File: config.mk
export PLATFORM = sky130hd
export DESIGN_NAME = fpmm_unit
export DESIGN_NICKNAME = d
export VERILOG_FILES = /design/src/rtl/fpmm_pkg.sv /design/src/rtl/fpmm_class.sv /design/src/rtl/fpmm_order.sv /design/src/rtl/fpmm_unit.sv
export SDC_FILE = /design/constraint.sdc
export NUM_CORES = 1
export LEC_CHECK = 0
export BUFFER_PORTS_ARGS = -buffer_cell sky130_fd_sc_hd__clkbuf_2
export CORE_UTILIZATION = 46
export CTS_CLUSTER_DIAMETER = 50
export DETAILED_ROUTE_END_ITERATION = 8
export PLACE_DENSITY = 0.73
export SETUP_SLACK_MARGIN = 0.15
export SLEW_MARGIN = 20
export SYNTH_ARGS = -nofsm -noshare
export SYNTH_HDL_FRONTEND = slang
export SYNTH_HIERARCHICAL = 1
export SYNTH_SLANG_ARGS = --single-unit
File: constraint.sdc
create_clock -name clk -period 6.2 [get_ports clk]
set_clock_uncertainty 0.1 [all_clocks]
set_input_delay 1.24 -clock clk [delete_from_list [all_inputs] [get_ports clk]]
set_output_delay 1.24 -clock clk [all_outputs]
set_load 0.05 [all_outputs]
File: src/rtl/fpmm_pkg.sv
package fpmm_pkg;
    typedef enum logic [2:0] {
        FMM_MIN = 3'd0,
        FMM_MAX = 3'd1,
        FMM_EQ  = 3'd2,
        FMM_GT  = 3'd3,
        FMM_GE  = 3'd4
    } fmm_op_e;

    localparam int FLG_INVALID = 1;
endpackage

File: src/rtl/fpmm_class.sv
module fpmm_class #(
    parameter int SP_EXP = 8,
    parameter int SP_MAN = 23,
    parameter int DP_EXP = 11,
    parameter int DP_MAN = 52,
    localparam int SP_W  = 1 + SP_EXP + SP_MAN,
    localparam int DP_W  = 1 + DP_EXP + DP_MAN,
    localparam int MAG_W = DP_W - 1
) (
    input  logic [DP_W-1:0]  val_i,
    input  logic             dbl_i,
    output logic             nan_o,
    output logic             zero_o,
    output logic             sign_o,
    output logic [MAG_W-1:0] mag_o
);
    logic [SP_EXP-1:0] sp_exp;
    logic [DP_EXP-1:0] dp_exp;
    logic              sp_nan, dp_nan;

    assign sp_exp = val_i[SP_W-2 -: SP_EXP];
    assign dp_exp = val_i[DP_W-2 -: DP_EXP];
    assign sp_nan = (&sp_exp) && (|val_i[SP_MAN-1:0]);
    assign dp_nan = (&dp_exp) && (|val_i[DP_MAN-1:0]);

    always_comb begin
        if (dbl_i) begin
            nan_o  = dp_nan;
            sign_o = val_i[DP_W-1];
            mag_o  = val_i[MAG_W-1:0];
        end else begin
            nan_o  = sp_nan;
            sign_o = val_i[SP_W-1];
            mag_o  = {{(MAG_W-SP_W+1){1'b0}}, val_i[SP_W-2:0]};
        end
        zero_o = (mag_o == '0);
    end
endmodule

File: src/rtl/fpmm_order.sv
module fpmm_order #(
    parameter int MAG_W = 63
) (
    input  logic             sa_i,
    input  logic             sb_i,
    input  logic             za_i,
    input  logic             zb_i,
    input  logic [MAG_W-1:0] ma_i,
    input  logic [MAG_W-1:0] mb_i,
    output logic             lt_o,
    output logic             eq_o,
    output logic             gt_o
);
    logic mag_gt, mag_lt;

    assign mag_gt = ma_i > mb_i;
    assign mag_lt = ma_i < mb_i;

    always_comb begin
        lt_o = 1'b0;
        gt_o = 1'b0;
        eq_o = 1'b0;
        if (za_i && zb_i) begin
            eq_o = 1'b1;
        end else if (sa_i != sb_i) begin
            gt_o = !sa_i;
            lt_o = sa_i;
        end else if (!sa_i) begin
            gt_o = mag_gt;
            lt_o = mag_lt;
            eq_o = !mag_gt && !mag_lt;
        end else begin
            gt_o = mag_lt;
            lt_o = mag_gt;
            eq_o = !mag_gt && !mag_lt;
        end
    end
endmodule

File: src/rtl/fpmm_unit.sv
module fpmm_unit
    import fpmm_pkg::*;
#(
    parameter int SP_EXP = 8,
    parameter int SP_MAN = 23,
    parameter int DP_EXP = 11,
    parameter int DP_MAN = 52,
    parameter int FLAG_W = 8,
    localparam int SP_W  = 1 + SP_EXP + SP_MAN,
    localparam int DP_W  = 1 + DP_EXP + DP_MAN,
    localparam int MAG_W = DP_W - 1
) (
    input  logic              clk,
    input  logic              rst_n,
    input  logic [DP_W-1:0]   op_a_i,
    input  logic [DP_W-1:0]   op_b_i,
    input  logic [2:0]        op_i,
    input  logic              dbl_i,
    output logic [DP_W-1:0]   res_o,
    output logic              pred_o,
    output logic [FLAG_W-1:0] flags_o
);
    typedef struct packed {
        logic [DP_W-1:0]   res;
        logic              pred;
        logic [FLAG_W-1:0] flags;
    } out_t;

    out_t out_d, out_q;

    logic             nan_a, nan_b, zero_a, zero_b, sign_a, sign_b;
    logic [MAG_W-1:0] mag_a, mag_b;
    logic             a_lt, a_eq, a_gt;
    logic [DP_W-1:0]  a_m, b_m, ones_m;
    fmm_op_e          op;

    fpmm_class #(.SP_EXP(SP_EXP), .SP_MAN(SP_MAN), .DP_EXP(DP_EXP), .DP_MAN(DP_MAN)) u_cls_a (
        .val_i(op_a_i), .dbl_i(dbl_i), .nan_o(nan_a), .zero_o(zero_a), .sign_o(sign_a), .mag_o(mag_a)
    );
    fpmm_class #(.SP_EXP(SP_EXP), .SP_MAN(SP_MAN), .DP_EXP(DP_EXP), .DP_MAN(DP_MAN)) u_cls_b (
        .val_i(op_b_i), .dbl_i(dbl_i), .nan_o(nan_b), .zero_o(zero_b), .sign_o(sign_b), .mag_o(mag_b)
    );
    fpmm_order #(.MAG_W(MAG_W)) u_ord (
        .sa_i(sign_a), .sb_i(sign_b), .za_i(zero_a), .zb_i(zero_b),
        .ma_i(mag_a), .mb_i(mag_b), .lt_o(a_lt), .eq_o(a_eq), .gt_o(a_gt)
    );

    assign op     = fmm_op_e'(op_i);
    assign a_m    = dbl_i ? op_a_i : {{(DP_W-SP_W){1'b0}}, op_a_i[SP_W-1:0]};
    assign b_m    = dbl_i ? op_b_i : {{(DP_W-SP_W){1'b0}}, op_b_i[SP_W-1:0]};
    assign ones_m = dbl_i ? {DP_W{1'b1}} : {{(DP_W-SP_W){1'b0}}, {SP_W{1'b1}}};

    always_comb begin
        out_d = '0;
        case (op)
            FMM_MIN, FMM_MAX: begin
                if (nan_a || nan_b) begin
                    out_d.flags[FLG_INVALID] = dbl_i;
                    if (nan_a && nan_b) out_d.res = ones_m;
                    else if (nan_a)     out_d.res = b_m;
                    else                out_d.res = a_m;
                end else if (op == FMM_MIN) begin
                    out_d.res = (a_lt || (a_eq && sign_a)) ? a_m : b_m;
                end else begin
                    out_d.res = (a_gt || (a_eq && !sign_a)) ? a_m : b_m;
                end
            end
            FMM_EQ: out_d.pred = !nan_a && !nan_b && a_eq;
            FMM_GT: out_d.pred = !nan_a && !nan_b && a_gt;
            FMM_GE: out_d.pred = !nan_a && !nan_b && (a_gt || a_eq);
            default: out_d = '0;
        endcase
    end

    always_ff @(posedge clk) begin
        if (!rst_n) out_q <= '0;
        else        out_q <= out_d;
    end

    assign res_o   = out_q.res;
    assign pred_o  = out_q.pred;
    assign flags_o = out_q.flags;

    logic is_mm;
    assign is_mm = (op_i == 3'd0) || (op_i == 3'd1);

    // a lone NaN in a is skipped
    assert_lone_nan_R3: assert property (@(posedge clk) disable iff (!rst_n)
        (is_mm && nan_a && !nan_b) |=>
        res_o == ($past(dbl_i) ? $past(op_b_i) : {{(DP_W-SP_W){1'b0}}, $past(op_b_i[SP_W-1:0])}));

    // two NaNs give all ones in the selected width
    assert_both_nan_R5: assert property (@(posedge clk) disable iff (!rst_n)
        (is_mm && nan_a && nan_b) |=>
        res_o == ($past(dbl_i) ? {DP_W{1'b1}} : {{(DP_W-SP_W){1'b0}}, {SP_W{1'b1}}}));

    // single-precision work never flags
    assert_single_quiet_R4: assert property (@(posedge clk) disable iff (!rst_n)
        (!dbl_i) |=> flags_o == '0);

    // compares with a NaN are false and quiet
    assert_cmp_nan_R9: assert property (@(posedge clk) disable iff (!rst_n)
        (op_i >= 3'd2 && op_i <= 3'd4 && (nan_a || nan_b)) |=> (!pred_o && flags_o == '0));

    // no flag without a NaN operand
    assert_flag_pulse_R10: assert property (@(posedge clk) disable iff (!rst_n)
        (!nan_a && !nan_b) |=> flags_o == '0);
endmodule

== Yosys cells after proc, flatten, opt, wreduce, memory -nomap -nowiden ==
Index checks and enable logic that the tools add are counted.

* Add/subtract/negate cells: 0
* Multipliers: 0
* Divide/modulo/power cells: 0
* Order comparisons: 2
* Equality and inequality tests: 5
* Shift-type cells: 0
* Multiplexer cells: 24
* Bitwise logic cells: 0
* Reduce and logical (&&, ||, !) cells: 36

{| class="wikitable"
|+ Operator list
! kind !! number
|-
| $mux W64 || 9
|-
| $logic_not A63 Y1 || 2
|-
| $mux W63 || 2
|-
| $reduce_or A52 Y1 || 2
|-
| $gt A63 B63 Y1 || 1
|-
| $lt A63 B63 Y1 || 1
|-
| $reduce_or A23 Y1 || 2
|-
| $reduce_and A11 Y1 || 2
|-
| $reduce_and A8 Y1 || 2
|-
| $logic_and A1 B1 Y1 || 13
|-
| $mux W1 || 12
|-
| $eq A3 B2 Y1 const B || 2
|-
| $logic_not A1 Y1 || 5
|-
| $logic_or A1 B1 Y1 || 4
|-
| $eq A3 B1 Y1 const B || 1
|-
| $eq A3 B3 Y1 const B || 1
|-
| $logic_not A3 Y1 || 1
|-
| $pmux W1 S3 || 1
|-
| $reduce_and A3 Y1 || 1
|-
| $reduce_and A2 Y1 || 1
|-
| $reduce_or A2 Y1 || 1
|-
| $ne A1 B1 Y1 || 1
|}

* Bits in registers: 73
* Latch bits: 0
* Bits in writable memories: 0
* ROM bits: 0
* Bits of input ports: 134
* Output and inout port bits: 73
* Logic and storage cells: 71
* Memories: 0

== Logic depth before layout (Yosys ltp) ==
Gate-level depths: netlist (run 1).

* Depth after elaboration: 11
* Gate-level depth with buffers: 16
* Depth with buffers taken out: 12

== Cells and area by module ==
The synthesis (run 1) kept the hierarchy.

{| class="wikitable"
|+ By module, submodules not included
! module !! times used !! cells an instance !! area an instance (µm²) !! seq. area each (µm²)
|-
| fpmm_unit || 1 || 174 || 2353.5 || 1321.3
|-
| fpmm_order || 1 || 248 || 1784.2 || 0.0
|-
| fpmm_class || 2 || 105 || 693.2 || 0.0
|}

== Worst setup path after synthesis (run 1) ==
Ideal clock, no wire load.

* Path type: input port to flip-flop
* Start: input port dbl_i
* End: register out_q (netlist bit res_o[0])
* Setup time: 0.119 ns
* Arrival time: 4.642 ns
* Path slack: 1.339 ns
* Stages: 16
* Buffers on the path: 4
* Cells stage by stage: clkbuf_1 -> clkbuf_1 -> and2_1 -> inv_1 -> ha_1 -> nand4_2 -> nor4_4 -> and3_4 -> a2bb2oi_4 -> nor4_1 -> o31ai_1 -> a2111oi_4 -> a311o_1 -> buf_4 -> buf_4 -> o221a_1

* Cells in the longest elaborated chain, start to end: 11
* Elaborated cells between the ends (all ways): 36

{| class="wikitable"
|+ RTL lines
! what !! line !! source
|-
| from (decl) || fpmm_unit.sv:18 || <nowiki>input logic dbl_i,</nowiki>
|-
| $mux W63 (*) || fpmm_class.sv:27 || <nowiki>if (dbl_i) begin</nowiki>
|-
| via mag_b[58] || fpmm_unit.sv:32 || <nowiki>logic [MAG_W-1:0] mag_a, mag_b;</nowiki>
|-
| $gt A63 B63 Y1 / $lt A63 B63 Y1 (equally long branches) || fpmm_order.sv:16, fpmm_order.sv:17 ||
|-
| $logic_not A1 Y1 || fpmm_order.sv:31, fpmm_order.sv:35 ||
|-
| $logic_and A1 B1 Y1 || fpmm_order.sv:31, fpmm_order.sv:35 ||
|-
| $mux W1 || fpmm_order.sv:25 || <nowiki>end else if (sa_i != sb_i) begin</nowiki>
|-
| $mux W1 (*) || fpmm_order.sv:23 || <nowiki>if (za_i && zb_i) begin</nowiki>
|-
| via a_eq || fpmm_unit.sv:33 || <nowiki>logic a_lt, a_eq, a_gt;</nowiki>
|-
| $logic_and A1 B1 Y1, on equally long branches || fpmm_unit.sv:65, fpmm_unit.sv:63 ||
|-
| $logic_or A1 B1 Y1, on equally long branches || fpmm_unit.sv:65, fpmm_unit.sv:63 ||
|-
| $mux W64, on equally long branches || fpmm_unit.sv:65, fpmm_unit.sv:63 ||
|-
| $mux W64 (*) || fpmm_unit.sv:62 || <nowiki>end else if (op == FMM_MIN) begin</nowiki>
|-
| $mux W64 (*) || fpmm_unit.sv:57 || <nowiki>if (nan_a || nan_b) begin</nowiki>
|-
| to (signal assigned) || fpmm_unit.sv:77 || <nowiki>else out_q <= out_d;</nowiki>
|-
| to (decl) || fpmm_unit.sv:29 || <nowiki>out_t out_d, out_q;</nowiki>
|}

The timed path passes the listed nets; every way through them passes the cells marked *.
A chain may end at the register's enable or synchronous reset.

== Worst setup path in the final report (run 1) ==
* Start: input port dbl_i
* End: register out_q (netlist bit res_o[50])

* Elaborated cells between the ends (all ways): 39

{| class="wikitable"
|+ RTL lines
! what !! line !! source
|-
| $mux W63 (*) || fpmm_class.sv:27 ||
|-
| via mag_b[31] || fpmm_unit.sv:32 ||
|-
| $gt A63 B63 Y1 / $lt A63 B63 Y1 (equally long branches) || fpmm_order.sv:16, fpmm_order.sv:17 ||
|-
| $mux W1 || fpmm_order.sv:28 || <nowiki>end else if (!sa_i) begin</nowiki>
|-
| $mux W1 || fpmm_order.sv:25 ||
|-
| $mux W1 (*) || fpmm_order.sv:23 ||
|-
| via a_gt || fpmm_unit.sv:33 ||
|-
| $logic_or A1 B1 Y1 (*) || fpmm_unit.sv:65 || <nowiki>out_d.res = (a_gt || (a_eq && !sign_a)) ? a_m : b_m;</nowiki>
|-
| $mux W64 (*) || fpmm_unit.sv:65 ||
|-
| $mux W64 (*) || fpmm_unit.sv:62 ||
|-
| $mux W64 (*) || fpmm_unit.sv:57 ||
|}

Marked as above.

==> results.md, run 1 <==
* Pin count of the biggest net entering global routing at 67
* Largest area contributor in the netlist: dfxtp_1
* Post-Synth Adder-Cell Area at 14.3%
* Met3 GRT Util at 6.31%
* Final WS setup at 910 ps
* RePlAce Congestion at 0.877
* Post-synth ARST share at 0%
* Worst-path cell chain: clkbuf_2, buf_4, and2_1, inv_1, ha_1, nand4_1, nor4_2, and3_4, a2bb2oi_4, nor4_1, nor4b_2, nor2_1, a311o_2, buf_12, o221a_1
* Gr busiest metal: met2
* Final setup fails at 0
* Post-Synth Simple-Gate Area at 23.2%
* Initial antenna violation count at 0
* Hold Vio Cnt, Final at 0
* Post-synth EDFFs at 0
* # diodes at 0
* DR WL/cell at 16.4 um
* #FFs+latches synth at 66
* Port bufs at 199
* F_max at 0.189 GHz
* Main synth FF type: dfxtp_1
* Tcrit/Tclk final at 85.3%
* Max cap viols at 0
* Hold endpoint: pred_o$_SDFF_PN0_
* Synth Area in Compound Gates at 21.2%
* # Post-CTS Setup Buffers at 0
* Status: complete, but fails checks
* CP arrival at 5410 ps
* Fill count at 1025
* Multiplexer share of the synthesized area at 0.408%
* Clock Pin Slew Worst Setup and Hold Paths at 60 ps
* Total clock sinks at 66
* Starting utilization of the core area at 47.8%
* CTS tree: built
* Number of global-route vias before repair at 4977
* Hold path startpoint: rst_n
* Total CTS buffers at 9
* Syn avg cell area at 8.74 um2
* Seq/Total Area, Yosys at 23.9%
* Post-Synthesis Cells at 632
* Post-synthesis cell area at 5520 um2
* Clk root buf: clkbuf_16
* Pre-CTS setup slack at 533 ps
* GRT Overall Usage at 24.3%
* Crit path max fanout at 66
* H-tree levels at 3
* First-pass GRT wire length at 24100 um
* Total congestion overflow at 0
* Critical Path End Type: flip-flop
* Share of the synthesized area in the top cell type at 23.9%
* Vias per std cell at 5.70
* CP max stage cell: a311o_2
* DP HPWL at 11700 um
* Clock buffer depth at 2
* FP Rows at 39
* Die Ht at 112 um
* Worst hold-check path type: input port to flip-flop
* Ratio of cells with drive above 1 in the final layout at 32.8%
* Utilization after layout at 56.0%
* Worst path top cell family by delay: simple AND/OR/NAND/NOR gates
* VDD IR max at 0.000132 V
* Fin crit period at 5290 ps
* Synth cell types at 50
* Cell with the most instances after synthesis: buf_4
* Failing checks: design-rule violations
* Final wirelength at 14800 um
* Global routing usage on met1 at 29.0%
* Xor/xnor share of the synthesized area at 0.159%
* Worst Path Class, Setup: input port to flip-flop
* CP peak stage delay at 670 ps
* Die area at 12500 um2
* Core Box Area at 11600 um2
* Area contributors post-synth: dfxtp_1, ha_1, o221a_1
* Post-synth top cells: buf_4, inv_1, dfxtp_1
* Met2 Usage GRT at 42.1%
* Die Width at 112 um
* Worst Hold Path Cells at 2
* Worst EP required at 6320 ps
* Least-Margin Pin Slew at 846 ps
* Nets at 954
* DR DRC count at 15
* Min Hold Slack at 1030 ps
* Critical Path Start Type: input port
* Largest family of logic cells by synthesized area: simple AND/OR/NAND/NOR gates
* Syn. warnings at 6
* Leakage at 3.07 nW
* First-pass DRT Iterations at 8
* Area growth, synth to finish at 17.2%
* Pwr per Cell Area at 221 nW/um2
* DR iter-0 viols at 320
* Slew Limit Fails at 0
* Post-CTS Hold Buffers at 0
* PostCTS Resize Cnt at 0
* Antenna viol nets, final at 0
* Routed vias at 5160
* IO Count at 207
* Relative slew margins at 43.6%
* Worst path buffer plus inverter count at 4
* RSZ-0062 raised after global routing: false
* TNS Setup at 0 ps
-- how the worst max path moves through the flow --
stage,startpoint,to,slack [ps],cells after the start
finish,dbl_i,res_o[50]$_SDFF_PN0_,910,15
global route,dbl_i,res_o[45]$_SDFF_PN0_,500,14
CTS,dbl_i,res_o[50]$_SDFF_PN0_,900,15
detailed placement,dbl_i,res_o[45]$_SDFF_PN0_,530,15
global placement,dbl_i,res_o[56]$_SDFF_PN0_,510,14
floorplan,dbl_i,res_o[0]$_SDFF_PN0_,1340,16
-- cells in the final DEF (no fill, tap or decap), types with 2 or more instances in the layout --
master / Yosys / final
and2_2: 2 / 3
nor3_1: 10 / 10
nor2_1: 15 / 15
ha_1: 63 / 63
o31ai_1: 4 / 4
and2_1: 63 / 63
nor4b_2: 2 / 2
a21oi_1: 26 / 26
a221oi_1: 4 / 4
clkbuf_1: 15 / 2
o21ai_0: 6 / 6
clkbuf_16: 0 / 9
o31a_1: 2 / 2
mux2_2: 2 / 2
nand3_1: 9 / 9
buf_4: 76 / 5
dfxtp_1: 66 / 66
o221a_1: 64 / 64
nor2b_1: 2 / 2
o22ai_2: 2 / 2
nand4_1: 21 / 21
and4_1: 2 / 2
nand2_1: 28 / 28
nor4_1: 25 / 25
o41ai_1: 2 / 2
bufinv_16: 0 / 3
inv_1: 71 / 71
clkbuf_2: 0 / 199
o21ai_1: 8 / 8
a211oi_1: 3 / 3
conb_1: 1 / 7
nor4bb_1: 2 / 2
nor4_2: 9 / 9
nand4_2: 3 / 3
-- flip-flops by register name, indices dropped and copies added, names as in the netlist --
register and flops:
pred_o 1, res_o 64, flags_o 1
-- cells by family (layout without fill, tap and decap cells) --
group	Yosys count	in the layout
simple gates	203	203
compound gates	128	128
fa+ha+maj	63	63
other cells	1	7
xor+xnor	1	1
mux	2	2
buf+inv	168	292
flops	66	66
-- cell type report --
cell class / count / area [um2] / area share [%]
well taps: 143 / 179 / 2.76
clock buffers: 11 / 233 / 3.59
clock inverters: 5 / 103 / 1.58
flip-flops and latches: 66 / 1320 / 20.4
multi-input cells: 404 / 3320 / 51.3
repair buffers: 205 / 1050 / 16.3
inverters: 71 / 267 / 4.12
-- power by group --
| part | internal (mW) | switching, mW |
|---|---|---|
| Combinational | 0.135 | 0.265 |
| Clock | 0.392 | 0.194 |
| Sequential | 0.440 | 0.00464 |
-- per-layer routing --
metal | wire length, um | share of wire [%] | up-vias
met5 | 0 | 0 | -
met4 | 282 | 1.9 | 0
met3 | 893 | 6.0 | 29
met2 | 7250 | 49 | 189
met1 | 6410 | 43 | 2438
li1 | - | - | 2504
-- stage by stage --
step | instance area [um2] | std cells | total power [mW]
2_1_floorplan | 5550 | 638 | 0.749
3_3_place_gp | 6120 | 888 | 0.834
3_5_place_dp | 6140 | 889 | 0.851
4_1_cts | 6470 | 905 | 1.44
5_1_grt | 6480 | 905 | 1.50
6_report | 6480 | 905 | 1.43
(Power assumes the default switching activity.)
==> inputs of run 2 (changes only) <==
--- a/config.mk
+++ b/config.mk
@@ -7,8 +7,10 @@
 export LEC_CHECK = 0
 export BUFFER_PORTS_ARGS = -buffer_cell sky130_fd_sc_hd__clkbuf_2
 export CORE_UTILIZATION = 46
+export CTS_BUF_LIST = sky130_fd_sc_hd__clkbuf_8
 export CTS_CLUSTER_DIAMETER = 50
 export DETAILED_ROUTE_END_ITERATION = 8
+export GPL_TIMING_DRIVEN = 0
 export PLACE_DENSITY = 0.73
 export SETUP_SLACK_MARGIN = 0.15
 export SLEW_MARGIN = 20
@@ -16,3 +18,4 @@
 export SYNTH_HDL_FRONTEND = slang
 export SYNTH_HIERARCHICAL = 1
 export SYNTH_SLANG_ARGS = --single-unit
+export TNS_END_PERCENT = 10
==> results.md, run 2 (synthesized netlist as in run 1, its figures left out) <==
* Status: complete, but fails checks
* Failing checks: design-rule violations
* Clock buffer depth at 2 (unchanged)
* Final wirelength at 16200 um (+9.5%)
* Commonest non-fill, non-tap cell in the layout: clkbuf_2
* Non-Filler Instances at 996 (+10%)
* Worst hold-check path type: input port to flip-flop
* Relative slew margins at 42.2% (-1.3 points)
* Leakage at 3.37 nW (+9.9%)
* Tcrit/Tclk final at 89.7% (+4.4 points)
* Cells after DPL at 980 (+10%)
* Nets at 1045 (+9.5%)
* Pre-CTS setup slack at -82.1 ps (-615 ps)
* GRT Overall Usage at 26.6% (+2.2 points)
* DP HPWL at 13200 um (+13%)
* RSZ-0062 raised after global routing: false
* Worst path top cell family by delay: compound AO/OA/AOI/OAI gates
* Vias per std cell at 5.57 (-2.3%)
* Critical Path Start Type: input port
* Max cap viols at 0 (unchanged)
* RePlAce Congestion at 0.881 (+0.49%)
* First-pass GRT wire length at 26400 um (+9.6%)
* Initial antenna violation count at 0 (unchanged)
* Total CTS buffers at 9 (unchanged)
* DR WL/cell at 16.3 um (-0.53%)
* Clk root buf: clkbuf_8
* Utilization after layout at 59.7% (+3.7 points)
* # diodes at 0 (unchanged)
* Hold Vio Cnt, Final at 0 (unchanged)
* F_max at 0.180 GHz (-4.9%)
* Die Ht at 112 um (unchanged)
* DR DRC count at 15 (unchanged)
* IO Count at 207 (unchanged)
* Total power at 1.23 mW (-14%)
* VDD IR max at 0.0000962 V (-27%)
* Area growth, synth to finish at 25.1%
* Core Box Area at 11600 um2 (unchanged)
* Crit path top cell by count: clkbuf_1
* Pwr per Cell Area at 178 nW/um2 (-19%)
* Starting utilization of the core area at 47.8% (unchanged)
* Number of global-route vias before repair at 5453 (+9.6%)
* Worst Hold Path Cells at 2 (unchanged)
* Clock Pin Slew Worst Setup and Hold Paths at 70 ps (about the same)
* H-tree levels at 3 (unchanged)
* Final WS setup at 639 ps (-271 ps)
* Worst Path Class, Setup: input port to flip-flop
* Slew Limit Fails at 0 (unchanged)
* Worst-path cell chain: clkbuf_2, clkbuf_1, clkbuf_1, and2_1, inv_1, ha_1, nand4_2, nor4_4, and3_4, a2bb2oi_4, nor4_1, o31ai_2, nand2b_1, a311oi_4, buf_2, o221a_1
* First-pass DRT Iterations at 6 (-2)
* Worst path buffer plus inverter count at 5 (+1)
* Pin count of the biggest net entering global routing at 12 (-82%)
* Port bufs at 199 (unchanged)
* CTS tree: built
* Crit path max fanout at 10 (-85%)
* Antenna viol nets, final at 0 (unchanged)
* Critical Path End Type: flip-flop
* Total congestion overflow at 0 (unchanged)
* Critical Path Stages at 16 (+1)
* Final setup fails at 0 (unchanged)
* Fin crit period at 5560 ps (+271 ps)
* CP peak stage delay at 610 ps (-60 ps)
* Die Width at 112 um (unchanged)
* Worst EP required at 6400 ps (+80 ps)
* # Post-CTS Setup Buffers at 0 (unchanged)
* Routed vias at 5550 (+7.6%)
* Largest register FFs at 64 (unchanged)
* Ratio of cells with drive above 1 in the final layout at 38.1% (+5.3 points)
* Die area at 12500 um2 (unchanged)
* DR iter-0 viols at 423 (+32%)
* CP arrival at 5760 ps (+350 ps)
* Most frequent cells in the layout: clkbuf_2, buf_4, inv_1, dfxtp_1, o221a_1
* FP Rows at 39 (unchanged)
* Least-Margin Pin Slew at 865 ps (+18.3 ps)
* Total clock sinks at 66 (unchanged)
* CP max stage cell: a311oi_4
==> run 2: cell count changes in the layout (fill, tap and decap cells not counted), sizes merged <==
cell | before | now
buf | 6 | 82
clkbuf | 210 | 224
bufinv | 3 | 0
clkinv | 1 | 3
clkinvlp | 1 | 2
inv | 71 | 72
==> run 2: what timing repair did <==
action	4_1_cts	5_1_grt
gates resized for setup	0	2
endpoints found under the hold margin	0	0
setup endpoints to repair	0	60
hold buffers	0	0
==> run 2: layout make-up <==
type                       count  area, um2
buffer                        97        657
clock buffer                  10        138
clock inverter                 6       33.8
fill                        1068       4660
inverter                      71        267
multi-input combinational    404       3320
sequential                    66       1320
tap                          143        179
timing repair buffer         199        996
==> run 2: per-stage QoR <==
stage / TNS [ps] / instance area, um2 / hold WS [ps]
CTS: 0 / 6890 / 1020
global route: 0 / 6910 / 1030
detailed placement: -3160 / 6720 / 1400
global placement: 0 / 6720 / 1390
finish: 0 / 6910 / 1030
floorplan: 0 / 5550 / 1270
==> run 2: worst paths after layout <==
| kind | startpoint | endpoint |
|---|---|---|
| setup / recovery | dbl_i | res_o[51]$_SDFF_PN0_ |
| hold / removal | rst_n | pred_o$_SDFF_PN0_ |
==> run 2: report_power, final <==
group	total, mW	internal, mW	switching (mW)
clock	0.333	0.152	0.180
combinational	0.453	0.171	0.282
sequential	0.444	0.439	0.00424
total	1.23	0.763	0.467
==> run 2: per-layer routing <==
layer  global-route usage (%)  wire length, um
met5                        0                0
met4                     10.9              384
met3                     4.68             1020
met2                     47.0             7910
met1                     31.7             6920
==> inputs of run 3 (changes only) <==
--- a/config.mk
+++ b/config.mk
@@ -11,7 +11,7 @@
 export CTS_CLUSTER_DIAMETER = 50
 export DETAILED_ROUTE_END_ITERATION = 8
 export GPL_TIMING_DRIVEN = 0
-export PLACE_DENSITY = 0.73
+export PLACE_DENSITY = 0.81
 export SETUP_SLACK_MARGIN = 0.15
 export SLEW_MARGIN = 20
 export SYNTH_ARGS = -nofsm -noshare
==> results.md, run 3 (synthesized netlist as in run 1, its figures left out) <==
* Max cap viols at 0 (unchanged)
* Pin count of the biggest net entering global routing at 11 (-1)
* Tcrit/Tclk final at 91.3% (+1.6 points)
* FP Rows at 39 (unchanged)
* Failing checks: design-rule violations
* Clock Pin Slew Worst Setup and Hold Paths at 70 ps (about the same)
* RePlAce Congestion at 0.865 (-1.8%)
* Least-Margin Pin Slew at 952 ps (+87.4 ps)
* Final wirelength at 15200 um (-6.1%)
* Port bufs at 199 (unchanged)
* Worst Path Class, Setup: input port to flip-flop
* Starting utilization of the core area at 47.8% (unchanged)
* Total power at 1.25 mW (+1.5%)
* Min Hold Slack at 1010 ps (-18.7 ps)
* DP HPWL at 12500 um (-5.4%)
* Core Box Area at 11600 um2 (unchanged)
* Worst EP required at 6410 ps (about the same)
* CP arrival at 5870 ps (+110 ps)
* DR DRC count at 15 (unchanged)
* Slew Limit Fails at 0 (unchanged)
* # diodes at 0 (unchanged)
* Relative slew margins at 36.4% (-5.8 points)
* RSZ-0062 raised after global routing: false
* Post-CTS Hold Buffers at 0 (unchanged)
* Fin crit period at 5660 ps (+101 ps)
* IO Count at 207 (unchanged)
* Worst hold-check path type: input port to flip-flop
* First-pass GRT wire length at 24400 um (-7.5%)
* GRT Overall Usage at 24.8% (-1.8 points)
* Pwr per Cell Area at 181 nW/um2 (+1.4%)
* Total CTS buffers at 9 (unchanged)
* First-pass DRT Iterations at 6 (unchanged)
* Total clock sinks at 66 (unchanged)
* Die Width at 112 um (unchanged)
* DR WL/cell at 15.3 um (-6.0%)
* Fill count at 1052 (-1.5%)
* CTS tree: built
* H-tree levels at 3 (unchanged)
* Status: complete, but fails checks
* Hold endpoint: pred_o$_SDFF_PN0_
* Routed vias at 5426 (-2.2%)
* Non-Filler Instances at 995 (-0.10%)
* Total congestion overflow at 0 (unchanged)
* Critical Path Start Type: input port
* Cells after DPL at 980 (unchanged)
* Antenna viol nets, final at 0 (unchanged)
* Leakage at 3.39 nW (+0.39%)
* Initial antenna violation count at 0 (unchanged)
* DR iter-0 viols at 372 (-12%)
* Hold Vio Cnt, Final at 0 (unchanged)
* Die Ht at 112 um (unchanged)
* TNS Setup at 0 ps (unchanged)
* Utilization after layout at 59.8% (+0.076 points)
* Ratio of cells with drive above 1 in the final layout at 37.8% (-0.31 points)
* # Post-CTS Setup Buffers at 0 (unchanged)
* Vias per std cell at 5.45 (-2.1%)
* Critical Path End Type: flip-flop
* Commonest non-fill, non-tap cell in the layout: clkbuf_2
* F_max at 0.177 GHz (-1.8%)
* Hold path startpoint: rst_n
* Number of global-route vias before repair at 5137 (-5.8%)
* Final setup fails at 0 (unchanged)
* Clk root buf: clkbuf_8
* Area growth, synth to finish at 25.2%
* Clock buffer depth at 2 (unchanged)
* Die area at 12500 um2 (unchanged)
* Largest register FFs at 64 (unchanged)
* Worst Hold Path Cells at 2 (unchanged)
* VDD IR max at 0.000170 V (+77%)
* Crit path max fanout at 10 (unchanged)
* Nets at 1045 (unchanged)
* Most frequent cells in the layout: clkbuf_2, buf_4, inv_1, dfxtp_1, o221a_1
[run 3: cell count changes in the layout (fill, tap and decap cells not counted), sizes merged]
cell      change
clkinvlp      -2
bufinv        +1
inv           +1
clkinv        -1
[run 3: layout make-up]
type | instances | area [um2] | share of cell area [%]
multi-input combinational | 404 | 3310 | 47.9
clock buffer | 10 | 138 | 1.99
sequential | 66 | 1320 | 19.1
tap | 143 | 179 | 2.59
inverter | 71 | 267 | 3.85
timing repair buffer | 199 | 996 | 14.4
clock inverter | 5 | 47.5 | 0.687
buffer | 97 | 657 | 9.50
[run 3: critical path, cell delays in order]
cell and delay, ps:
clkbuf_2 90, clkbuf_1 450, clkbuf_1 340, and2_1 180, inv_1 40, ha_1 290, nand4_2 150, nor4_4 460
and3_4 300, a2bb2oi_4 210, nor4_1 80, o31ai_1 590, nand2b_1 230, a311oi_4 620, buf_2 360, o221a_1 220
[run 3: per-layer routing]
metal / part of all wire (%) / track usage, % / wire length [um] / vias up
li1: - / - / - / 2688
met5: 0 / 0 / 0 / -
met1: 43 / 29.9 / 6600 / 2516
met3: 6.3 / 5.28 / 956 / 24
met4: 2.0 / 9.82 / 305 / 0
met2: 48 / 42.8 / 7390 / 198
[run 3: timing repair]
item | 4_1_cts | 5_1_grt
setup endpoints to repair | 0 | 60
resized for setup | 0 | 1
hold endpoints to repair | 0 | 0
[run 3: how the worst max path moves through the flow]
stage           from                   end  slack [ps]  cells after the start
3_3_place_gp   dbl_i  res_o[13]$_SDFF_PN0_          20                     16
4_1_cts        dbl_i  res_o[13]$_SDFF_PN0_         330                     16
5_1_grt        dbl_i  res_o[49]$_SDFF_PN0_         150                     16
6_report       dbl_i  res_o[10]$_SDFF_PN0_         540                     16
3_5_place_dp   dbl_i  res_o[13]$_SDFF_PN0_         -70                     16
2_1_floorplan  dbl_i   res_o[0]$_SDFF_PN0_        1340                     16
[run 3: report_power, final]
part / switching (mW) / internal (mW)
clock network: 0.169 / 0.190
registers: 0.00407 / 0.440
logic: 0.276 / 0.170
[run 3: per-stage QoR]
step	setup WS, ps	cell area, um2
finish	538	6920
global placement	20.2	6720
detailed placement	-70.4	6720
CTS	332	6910
global route	155	6920
floorplan	1340	5550
